$ cat config.mk
export PLATFORM = sky130hd
export DESIGN_NAME = addsub_unit
export DESIGN_NICKNAME = d
export VERILOG_FILES = /design/src/rtl/addsub_pkg.sv /design/src/rtl/addsub_operand_xor.sv /design/src/rtl/addsub_ripple.sv /design/src/rtl/addsub_flags.sv /design/src/rtl/addsub_unit.sv
export SDC_FILE = /design/constraint.sdc
export NUM_CORES = 1
export LEC_CHECK = 0
export BUFFER_PORTS_ARGS = -buffer_cell sky130_fd_sc_hd__buf_2
export CAP_MARGIN = 20
export CELL_PAD_IN_SITES_DETAIL_PLACEMENT = 2
export CELL_PAD_IN_SITES_GLOBAL_PLACEMENT = 2
export CORE_MARGIN = 3
export CORE_UTILIZATION = 20
export DETAILED_ROUTE_END_ITERATION = 8
export GPL_ROUTABILITY_DRIVEN = 0
export PLACE_DENSITY = 0.92
export SYNTH_ARGS = -nofsm -noshare
export SYNTH_HDL_FRONTEND = slang
export SYNTH_HIERARCHICAL = 1
export SYNTH_SLANG_ARGS = --single-unit
$ cat constraint.sdc
create_clock -name vclk -period 5.4
set_input_delay 0.81 -clock vclk [all_inputs]
set_output_delay 0.81 -clock vclk [all_outputs]
set_load 0.01 [all_outputs]
$ cat src/rtl/addsub_pkg.sv
package addsub_pkg;

    typedef enum logic {
        OP_ADD = 1'b0,
        OP_SUB = 1'b1
    } op_mode_e;

    localparam int MIN_WIDTH = 2;

endpackage

$ cat src/rtl/addsub_operand_xor.sv
module addsub_operand_xor #(
    parameter int WIDTH = 8
) (
    input  logic [WIDTH-1:0] raw_b,
    input  logic             invert,
    output logic [WIDTH-1:0] cond_b
);

    for (genvar i = 0; i < WIDTH; i++) begin : g_xor
        assign cond_b[i] = raw_b[i] ^ invert;
    end

endmodule

$ cat src/rtl/addsub_ripple.sv
module addsub_ripple #(
    parameter int WIDTH = 8
) (
    input  logic [WIDTH-1:0] opa,
    input  logic [WIDTH-1:0] opb,
    input  logic             cin,
    output logic [WIDTH-1:0] sum,
    output logic             carry_into_msb,
    output logic             carry_from_msb
);

    logic [WIDTH:0] chain;

    assign chain[0] = cin;

    for (genvar i = 0; i < WIDTH; i++) begin : g_stage
        logic prop;
        logic gen;
        assign prop       = opa[i] ^ opb[i];
        assign gen        = opa[i] & opb[i];
        assign sum[i]     = prop ^ chain[i];
        assign chain[i+1] = gen | (prop & chain[i]);
    end

    assign carry_into_msb = chain[WIDTH-1];
    assign carry_from_msb = chain[WIDTH];

endmodule

$ cat src/rtl/addsub_flags.sv
module addsub_flags (
    input  logic c_in_sign,
    input  logic c_out_sign,
    output logic carry_flag,
    output logic ovf_flag
);

    assign carry_flag = c_out_sign;
    assign ovf_flag   = c_in_sign ^ c_out_sign;

endmodule

$ cat src/rtl/addsub_unit.sv
module addsub_unit
    import addsub_pkg::*;
#(
    parameter int WIDTH = 8
) (
    input  logic [WIDTH-1:0] a_in,
    input  logic [WIDTH-1:0] b_in,
    input  logic             mode_sub,
    output logic [WIDTH-1:0] sum_out,
    output logic             carry_out,
    output logic             ovf_out
);

    localparam int SIGN_BIT = WIDTH - 1;

    op_mode_e         op_sel;
    logic             inject;
    logic [WIDTH-1:0] b_cond;
    logic             c_sign_in;
    logic             c_sign_out;

    assign op_sel = op_mode_e'(mode_sub);

    always_comb begin
        unique case (op_sel)
            OP_ADD:  inject = 1'b0;
            OP_SUB:  inject = 1'b1;
            default: inject = 1'b0;
        endcase
    end

    addsub_operand_xor #(.WIDTH(WIDTH)) u_bxor (
        .raw_b  (b_in),
        .invert (inject),
        .cond_b (b_cond)
    );

    addsub_ripple #(.WIDTH(WIDTH)) u_chain (
        .opa            (a_in),
        .opb            (b_cond),
        .cin            (inject),
        .sum            (sum_out),
        .carry_into_msb (c_sign_in),
        .carry_from_msb (c_sign_out)
    );

    addsub_flags u_flags (
        .c_in_sign  (c_sign_in),
        .c_out_sign (c_sign_out),
        .carry_flag (carry_out),
        .ovf_flag   (ovf_out)
    );

    if (SIGN_BIT < MIN_WIDTH - 1) begin : g_width_guard
        $error("addsub_unit: WIDTH below minimum");
    end

endmodule

==> qor.csv <==
stage,metric,value,unit
drt,ant_nets,0,
power,p_int,0.0000313,W
final_layout,fin_area,433,µm²
logic_synthesis,syn_avg_cell_area,10.2,µm²
power,p_leak,0.256,nW
power,p_clk_frac,0,
logic_synthesis,synth.top_cell.area_share,0.542,
place,place_area,430,µm²
final_layout,seq_area,0,µm²
die,start_util,0.219,
final_layout,num-fill-cells,166,
final_layout,seq_cells,0,
timing,worst_pin_slew,0.233,ns
hold_path,hp-start,a_in[2],
power,combPwrFrac,1.000,
logic_synthesis,yosysUniqueCellTypes,5,
power,ir_worst_vdd,0.0328,mV
drt,drc,0,
timing,fmax,194,MHz
final_layout,final_layout_size_suffix_gt1_frac,0.519,
die,ios,27,
timing,period_needed,5.15,ns
die,num_rows,13,
die,dieArea,1970,µm²
hold_path,min_path_cells,3,
place,io_buffers,27,
place,dp.cells,69,
die,die_x,44.4,µm
final_layout,antenna_cells,0,
critical_path,crit_arrival,4.34,ns
final_layout,multi_input_area,241,µm²
logic_synthesis,synth.cell_area,295,µm²
hold_path,worstHoldPathType,in -> out,
job,drv_cap,0,
power,finalPower,0.0000690,W
grt,track_usage,0.0854,
logic_synthesis,netlist_instances,29,
grt,grt_first_pass_wirelength,1260,µm
timing,setup_tns,0,ns
critical_path,cp-end-kind,primary output,
drt,dr.pass1.iters,1,
power,power_density,159,nW/µm²
power,power_frac_seq,0,
timing,rsz0062_at_grt,false,
final_layout,syn_to_final_growth,46.6,%
status,status,"finished, final reports clean",
drt,wirelength,777,µm
timing,hold_violations,0,
timing,finalSetupViolations,0,
drt,post_drt_wl_per_cell,11.3,µm
final_layout,final_cell_mix,"buf_2, inv_1, xor2_1",
timing,fin_crit_sh,0.954,
logic_synthesis,ys_top_cells_by_area,"fa_1, xor2_1, inv_1",
final_layout,clockBufferCount,0,
drt,vias,270,
die,die_y,44.4,µm
power,switchingPower,0.0000377,W
place,dp_hpwl,780,µm
clocking,post_cts_buffers,0,
drt,drt_first_iter_violations,0,
power,p_sw_frac,0.547,
grt,antenna_found_initial,0,
final_layout,final_common_cell,buf_2,
grt,grt_pass1_vias,305,
critical_path,worstSetupStartpointType,primary input,
drt,vias_per_cell,3.91,
critical_path,critPathMaxFanout,9,
grt,grt_max_degree,10,
timing,drv_slew,0,
final_layout,final_nets,81,
critical_path,crit_required,4.59,ns
critical_path,crit_type,in -> out,
logic_synthesis,seq_area_frac_synth,0,
hold_path,min_to,sum_out[2],
final_layout,final_util,0.321,
die,coreArea,1350,µm²
final_layout,finalNonFillerCells,69,
logic_synthesis,yosys_warnings,6,
logic_synthesis,syn-num-nets,54,
logic_synthesis,yosysTopAreaCell,fa_1,
timing,relSlewSlack,0.844,
grt,gr-total-overflow,0,
## worst max-delay path, cell delays in order
cell	delay, ns
buf_2	0.18
xor2_1	0.18
inv_1	0.08
fa_1	0.16
inv_1	0.05
fa_1	0.37
fa_1	0.39
fa_1	0.40
fa_1	0.39
fa_1	0.37
inv_1	0.07
fa_1	0.15
inv_1	0.07
fa_2	0.36
xor2_1	0.16
buf_2	0.14
## worst max-delay path by stage
stage / start / endpoint / slack, ns / depth (start not counted)
finish: mode_sub / ovf_out / 0.25 / 16
global placement: mode_sub / ovf_out / 0.21 / 16
CTS: mode_sub / ovf_out / 0.12 / 16
detailed placement: mode_sub / ovf_out / 0.13 / 16
floorplan: mode_sub / ovf_out / 0.47 / 15
global route: mode_sub / ovf_out / 0.01 / 16
## per-layer routing
layer,share of wire,wire length (µm),global-route usage,vias up
li1,-,-,-,125
met1,0.25,198,0.0693,129
met2,0.63,493,0.209,16
met3,0.11,86,0.00813,0
met4,0,0,0,0
met5,0,0,0,-
## final cells by class
| cell class | count | share of cell area |
|---|---|---|
| inverters | 10 | 0.0867 |
| well taps | 15 | 0.0434 |
| repair buffers | 27 | 0.312 |
| multi-input cells | 17 | 0.558 |
## Yosys cell counts
cell type,number
xor2_1,9
fa_1,8
buf_6,1
inv_1,10
buf_4,1
## per-stage QoR
| stage | hold WS [ns] | worst slack, ns |
|---|---|---|
| after floorplan | 1.81 | 0.473 |
| after global placement | 1.98 | 0.207 |
| after detailed placement | 1.99 | 0.128 |
| after CTS | 1.99 | 0.124 |
| after global routing | 2.00 | 0.0127 |
| final | 1.98 | 0.247 |
## cells by family after synthesis
kind of cell | count (synthesis) | synth area share
xor gates and xnor gates | 9 | 0.267
buffers and inverters | 12 | 0.191
adders and majority gates | 8 | 0.542
## power groups by stage
stage                     sequential [W]  combinational (W)  clock [W]
after CTS                              0          0.0000715          0
after global routing                   0          0.0000801          0
after floorplan                        0          0.0000449          0
final                                  0          0.0000690          0
after global placement                 0          0.0000659          0
after detailed placement               0          0.0000712          0
## what timing repair did
action	CTS	global route
resized for setup	0	1
setup endpoints to repair	0	1
hold buffers	0	0
Note: power is estimated with default switching activity, not from simulation.
